==> config.mk <==
export PLATFORM = sky130hd
export DESIGN_NAME = sflash_seq
export DESIGN_NICKNAME = d
export VERILOG_FILES = /design/src/rtl/sflash_seq.sv
export SDC_FILE = /design/constraint.sdc
export NUM_CORES = 2
export LEC_CHECK = 0
export ABC_CLOCK_PERIOD_IN_PS = 6550
export CAP_MARGIN = 0
export CORE_UTILIZATION = 30
export CTS_BUF_LIST = sky130_fd_sc_hd__clkbuf_8
export DETAILED_ROUTE_END_ITERATION = 16
export GPL_TIMING_DRIVEN = 0
export SLEW_MARGIN = 40
export SYNTH_ARGS = -nofsm -noshare
export SYNTH_HDL_FRONTEND = slang
export SYNTH_SLANG_ARGS = --single-unit
==> constraint.sdc <==
create_clock -name clk -period 6.55 [get_ports clk]
set_input_delay 0.9825 -clock clk [delete_from_list [all_inputs] [get_ports clk]]
set_output_delay 0.9825 -clock clk [all_outputs]
set_load 0.02 [all_outputs]
==> src/rtl/sflash_seq.sv <==
module sflash_seq #(
  parameter int LEN_W = 16
) (
  input  logic        clk,
  input  logic        rst_n,
  input  logic        tbl_we,
  input  logic [5:0]  tbl_waddr,
  input  logic [31:0] tbl_wdata,
  input  logic        cmd_we,
  input  logic [31:0] cmd_wdata,
  input  logic [31:0] flash_addr,
  input  logic [7:0]  tx_data,
  output logic        tx_pop,
  output logic [7:0]  rx_data,
  output logic        rx_valid,
  output logic        busy,
  output logic        done,
  output logic        sck,
  output logic        cs_n,
  output logic [3:0]  pad_o,
  output logic [3:0]  pad_oe,
  input  logic [3:0]  pad_i
);
  localparam logic [5:0] OP_END = 6'd0, OP_CMD = 6'd1, OP_ADR = 6'd2,
                         OP_IDLE = 6'd3, OP_RD = 6'd7, OP_WR = 6'd8;

  typedef enum logic [1:0] {S_IDLE, S_LOAD, S_LOW, S_HIGH} st_t;

  logic [31:0]      tbl [64];
  st_t              st;
  logic [6:0]       pc;
  logic [LEN_W-1:0] len_q, left;
  logic [31:0]      addr_q, sr, sr_next;
  logic [7:0]       rsr, rx_next, bcnt;
  logic [5:0]       code_q;
  logic [1:0]       lg_q;

  always_ff @(posedge clk)
    if (tbl_we) tbl[tbl_waddr] <= tbl_wdata;

  wire [31:0] word = tbl[pc[6:1]];
  wire [15:0] ins  = pc[0] ? word[31:16] : word[15:0];
  wire [5:0]  ic   = ins[15:10];
  wire [1:0]  lg   = (ins[9:8] == 2'd3) ? 2'd0 : ins[9:8];
  wire [7:0]  opr  = ins[7:0];
  wire [LEN_W-1:0] opr_x = {{(LEN_W-8){1'b0}}, opr};
  wire [LEN_W-1:0] rd_n  = (opr_x < len_q) ? opr_x : len_q;
  wire known = ic inside {OP_CMD, OP_ADR, OP_IDLE, OP_RD, OP_WR};
  wire skip  = (ic == OP_IDLE && opr == 8'd0) || (ic == OP_WR && len_q == '0) ||
               (ic == OP_RD && rd_n == '0);
  wire last_slot = (pc[2:0] == 3'd7);
  wire is_data   = (code_q == OP_RD) || (code_q == OP_WR);
  wire [7:0] bpb = 8'd8 >> lg_q;
  wire drive = (st == S_LOW || st == S_HIGH) &&
               (code_q == OP_CMD || code_q == OP_ADR || code_q == OP_WR);
  wire unused_bits = ^{cmd_wdata[31:28], cmd_wdata[23:LEN_W]};

  always_comb begin
    case (lg_q)
      2'd0:    begin sr_next = {sr[30:0], 1'b0};  rx_next = {rsr[6:0], pad_i[1]};
                     pad_o = drive ? {3'b0, sr[31]} : 4'h0;    pad_oe = drive ? 4'h1 : 4'h0; end
      2'd1:    begin sr_next = {sr[29:0], 2'b0};  rx_next = {rsr[5:0], pad_i[1:0]};
                     pad_o = drive ? {2'b0, sr[31:30]} : 4'h0; pad_oe = drive ? 4'h3 : 4'h0; end
      default: begin sr_next = {sr[27:0], 4'b0};  rx_next = {rsr[3:0], pad_i};
                     pad_o = drive ? sr[31:28] : 4'h0;         pad_oe = drive ? 4'hF : 4'h0; end
    endcase
  end

  always_ff @(posedge clk or negedge rst_n) begin
    if (!rst_n) begin
      st <= S_IDLE; busy <= 1'b0; done <= 1'b0; cs_n <= 1'b1; sck <= 1'b0;
      tx_pop <= 1'b0; rx_valid <= 1'b0; rx_data <= '0; pc <= '0; len_q <= '0;
      addr_q <= '0; sr <= '0; rsr <= '0; bcnt <= '0; left <= '0; code_q <= '0; lg_q <= '0;
    end else begin
      tx_pop <= 1'b0;
      rx_valid <= 1'b0;
      case (st)
        S_IDLE: if (cmd_we) begin
          busy <= 1'b1; done <= 1'b0; cs_n <= 1'b0;
          pc <= {cmd_wdata[27:24], 3'b000};
          len_q <= cmd_wdata[LEN_W-1:0];
          addr_q <= flash_addr;
          st <= S_LOAD;
        end
        S_LOAD: begin
          code_q <= ic;
          lg_q <= lg;
          if (!known || (skip && last_slot)) begin
            busy <= 1'b0; done <= 1'b1; cs_n <= 1'b1; st <= S_IDLE;
          end else if (skip) begin
            pc <= pc + 7'd1;
          end else begin
            st <= S_LOW;
            bcnt <= 8'd8 >> lg;
            left <= (ic == OP_RD) ? rd_n : len_q;
            case (ic)
              OP_CMD:  sr <= {opr, 24'h0};
              OP_ADR:  begin
                sr <= (opr == 8'h20) ? addr_q : {addr_q[23:0], 8'h0};
                bcnt <= ((opr == 8'h20) ? 8'd32 : 8'd24) >> lg;
              end
              OP_IDLE: bcnt <= opr;
              OP_WR:   begin sr <= {tx_data, 24'h0}; tx_pop <= 1'b1; end
              default: ;
            endcase
          end
        end
        S_LOW: begin
          sck <= 1'b1;
          st <= S_HIGH;
        end
        default: begin
          sck <= 1'b0;
          sr <= sr_next;
          rsr <= rx_next;
          bcnt <= bcnt - 8'd1;
          st <= S_LOW;
          if (bcnt == 8'd1) begin
            if (code_q == OP_RD) begin rx_data <= rx_next; rx_valid <= 1'b1; end
            if (is_data && left != {{(LEN_W-1){1'b0}}, 1'b1}) begin
              left <= left - 1'b1;
              bcnt <= bpb;
              if (code_q == OP_WR) begin sr <= {tx_data, 24'h0}; tx_pop <= 1'b1; end
            end else if (last_slot) begin
              busy <= 1'b0; done <= 1'b1; cs_n <= 1'b1; st <= S_IDLE;
            end else begin
              pc <= pc + 7'd1;
              st <= S_LOAD;
            end
          end
        end
      endcase
    end
  end

  p_sck_idle_r9: assert property (@(posedge clk) disable iff (!rst_n) cs_n |-> !sck);
  p_sck_short_r9: assert property (@(posedge clk) disable iff (!rst_n) sck |=> !sck);
  p_pad_hold_r9: assert property (@(posedge clk) disable iff (!rst_n) sck |-> $stable(pad_o));
  p_end_flags_r8: assert property (@(posedge clk) disable iff (!rst_n) $fell(busy) |-> (done && cs_n));
  p_rx_tristate_r7: assert property (@(posedge clk) disable iff (!rst_n) rx_valid |-> ($past(pad_oe) == 4'h0));
  p_pop_in_seq_r6: assert property (@(posedge clk) disable iff (!rst_n) tx_pop |-> !cs_n);
  p_start_r1: assert property (@(posedge clk) disable iff (!rst_n) (!busy && cmd_we) |=> (busy && !cs_n));
endmodule

==> results by group <==
Place
  – Dpl ws: -1.40 ns
  – IO Port Bufs: 122
  – GP Congestion: 0.893
  – Total placed cells including tap cells: 8922
  – Detail Placement HPWL: 235000 µm
  – Area of placed instances: 101000 µm²

Die
  – Core Rows: 198
  – Initial Util: 30.2%
  – IO Pins: 140
  – Die Ht: 544 µm
  – Core area: 292000 µm²
  – Die ar.: 296000 µm²
  – Die Width: 544 µm

Synthesis
  – Share of the yosys chip area belonging to registers: 73.8%
  – FF+latch count, synth: 2190
  – Synth Area per Inst: 19.1 µm²
  – Synth async-reset ratio: 6.48%
  – Yosys warns: 0
  – Post-synthesis cell type count: 88
  – Synth Net Count: 4746
  – Count leader, synth: edfxtp_1
  – Yosys top cell by area: edfxtp_1
  – Ys flop type: edfxtp_1
  – Synth Instances: 4615
  – EDFF count, synth: 2048
  – Syn Std Cell Area: 88100 µm²
  – Top cell type's share of synthesized area: 69.8%
  – Dominant cells by area after synthesis: edfxtp_1 (70%), mux4_2 (9.8%), dfrtp_1 (4.0%)
  – Commonest cells in the netlist: edfxtp_1 (2048), mux4_2 (384), mux2i_1 (332)

Worst setup path
  – Critical path data required time: 7.33 ns
  – Crit path depth: 23
  – CP arrival: 7.37 ns
  – Worst reg2reg startpoint: pc[1]
  – Worst-case reg-to-reg path depth: 23
  – Critical path capture point type: register
  – Buf/Inv on CP: 8
  – CP Launch Type: register
  – CP Cell Sequence: buf_6, buf_8, buf_8, buf_6, nand3_2, clkbuf_2, o22ai_1, a211o_1, o221ai_1, and4_4, clkbuf_2, inv_1, ha_1, a21o_1, a21o_1, a21oi_1, a211o_1, nor4_1, o2111a_1, a211oi_4, a31o_2, buf_4, mux2_2
  – Worst Setup SP: pc[1]
  – Top delay family on crit path: compound AO/OA/AOI/OAI gates
  – Worst setup path class: register to register
  – Critical path fanouts, max: 10
  – R2R Setup Slk: -0.04 ns
  – R2R Path End: sr[27]
  – Crit path largest cell delay: 0.50 ns
  – Crit-path slowest cell: clkbuf_2

Job
  – Number of max-cap violations: 0

STA
  – Final hold vios: 0
  – Clk_skew: 0.132 ns
  – Final setup vio count: 10
  – Setup TNS: -0.299 ns
  – Period utilisation layout: 101%
  – Fin crit period: 6.59 ns
  – Transition time of the tightest slew-check pin: 0.953 ns
  – Achievable frequency: 152 MHz
  – Worst slew margin: 36.4%
  – Max-slew violations: 0
  – Fin worst setup slack: -0.0402 ns

Clocking
  – Clk root buf: clkbuf_8
  – Deepest clock path buffer count: 4
  – CTS tree: built
  – # clock sinks: 2190
  – H-tree levels: 5
  – Clock slew at reported path FFs: 0.06 ns
  – Clk_lat worst skew: 1.01 ns
  – CTS Buf Count: 347

Power and ir drop
  – P per Cell Area: 318 nW/µm²
  – Total design power: 34200 µW
  – Worst vdd ir: 212 µV
  – Static leakage: 0.0346 µW

Drt
  – DR WL/cell: 34.8 µm
  – DRT Wirelength: 333000 µm
  – Via density per instance: 5.71
  – Drt first pass iters: 6
  – Antenna viol nets, final: 0
  – Vias: 54.6k
  – Detailed-route DRC error count: 0
  – Drt first-iter violations: 10.0k

Hold path
  – Hold WC Path Type: input pin to register
  – Hold path start: tbl_wdata[13]
  – Hold path endpoint: tbl[49][13]
  – Hold path cells: 1

Global routing
  – Total grt overflow: 0
  – First-pass GRT wire length: 442000 µm
  – Pin count of the biggest net entering global routing: 65
  – Vias in the first global route: 51.7k
  – Initial antenna violation count: 21
  – Gr usage total: 21.9%

Layout
  – Multi-input gate area: 21900 µm²
  – Final #Nets: 5515
  – FF+latch area: 65100 µm²
  – Layout cells sized above 1: 27.7%
  – Layout area overhead: 22.0%
  – Filler cell count: 26.7k
  – Post-route cell area: 107000 µm²
  – Final std cells w/o fill: 9558

Run status
  – Failing checks: setup timing
  – Status: finished, violations left
through the flow:
step	hold WS, ns	util (%)
after floorplan	0.438	-
after global placement	0.465	32.3
after CTS	0.157	36.8
after detailed placement	0.458	34.5
final	0.218	36.9
after global routing	0.178	36.9
flip-flops by register name (all words and copies together) (netlist names):
register,count
addr_q,32
bcnt,8
busy,1
code_q,6
cs_n,1
done,1
left,16
len_q,16
lg_q,2
pc,7
rsr,7
rx_data,8
rx_valid,1
sck,1
sr,32
st,2
tbl,2048
tx_pop,1
worst register-to-register path, stage by stage, from the launching register on:
cell and delay (ns):
dfrtp_2 0.47, buf_6 0.20, buf_8 0.19, buf_8 0.19
buf_6 0.20, nand3_2 0.31, clkbuf_2 0.52, o22ai_1 0.18
a211o_1 0.34, o221ai_1 0.28, and4_4 0.41, clkbuf_2 0.31
inv_1 0.18, ha_1 0.32, a21o_1 0.16, a21o_1 0.16
a21oi_1 0.22, a211o_1 0.23, nor4_1 0.07, o2111a_1 0.31
a211oi_4 0.33, a31o_2 0.29, buf_4 0.23, mux2_2 0.36
placed cells by master, fill, tap and decap left out, types with 52 or more instances in the layout:
cell	count
edfxtp_1	2048
mux4_2	384
clkbuf_8	365
mux2i_1	330
nand2_1	319
inv_1	152
buf_8	139
dfrtp_1	139
buf_16	130
a21oi_1	122
buf_4	94
clkdlybuf4s50_1	89
nor2_1	86
clkinv_1	83
o21ai_0	79
mux2_2	76
nor2_4	64
clkbuf_1	52
cell families (layout without fill, tap and decap cells):
group,count (synthesis),after routing,synth area share (%)
compound gates,597,597,4.75
flops,2190,2190,73.8
mux,834,834,15.6
other cells,0,9,0
fa+ha+maj,13,13,0.185
simple gates,666,666,3.35
xor+xnor,4,4,0.0398
buf+inv,311,1345,2.22
repair_timing:
| action | CTS | global route |
|---|---|---|
| hold buffers | 1 | 0 |
| endpoints found under the hold margin | 39 | 0 |
| buffers inserted | 6 | 4 |
| endpoints found under the setup margin | 69 | 57 |
| pin swaps | 3 | 5 |
| resized for setup | 89 | 59 |
how the worst max path moves through the flow:
| stage | endpoint | slack, ns |
|---|---|---|
| floorplan | pc[1] | 1.57 |
| global placement | pc[1] | -2.86 |
| detailed placement | sr[6] | -1.40 |
| CTS | sr[26] | 0.005 |
| global route | sr[28] | -0.01 |
| finish | sr[27] | -0.04 |
layer usage:
layer | wire length, µm | global-route usage (%) | part of all wire [%]
met2 | 144000 | 32.4 | 43
met3 | 47500 | 6.45 | 14
met1 | 124000 | 29.8 | 37
met4 | 16900 | 10.0 | 5.1
met5 | 82 | 0 | 0.025
power by group:
part | switching (µW) | internal [µW] | leakage [µW] | total, µW
Sequential | 425 | 15800 | 0.0202 | 16200
Clock | 5530 | 5340 | 0.00361 | 10900
Combinational | 4760 | 2390 | 0.0108 | 7150
area by class of cell:
cell class	count	area share, %
diodes	9	0.0210
plain buffers	271	2.07
clock buffers	364	4.66
clock inverters	250	1.12
inverters	38	0.133
multi-input cells	2114	20.4
flip-flops and latches	2190	60.5
well taps	3900	4.54
repair buffers	422	6.56
Power figures use the tool's default switching activity.
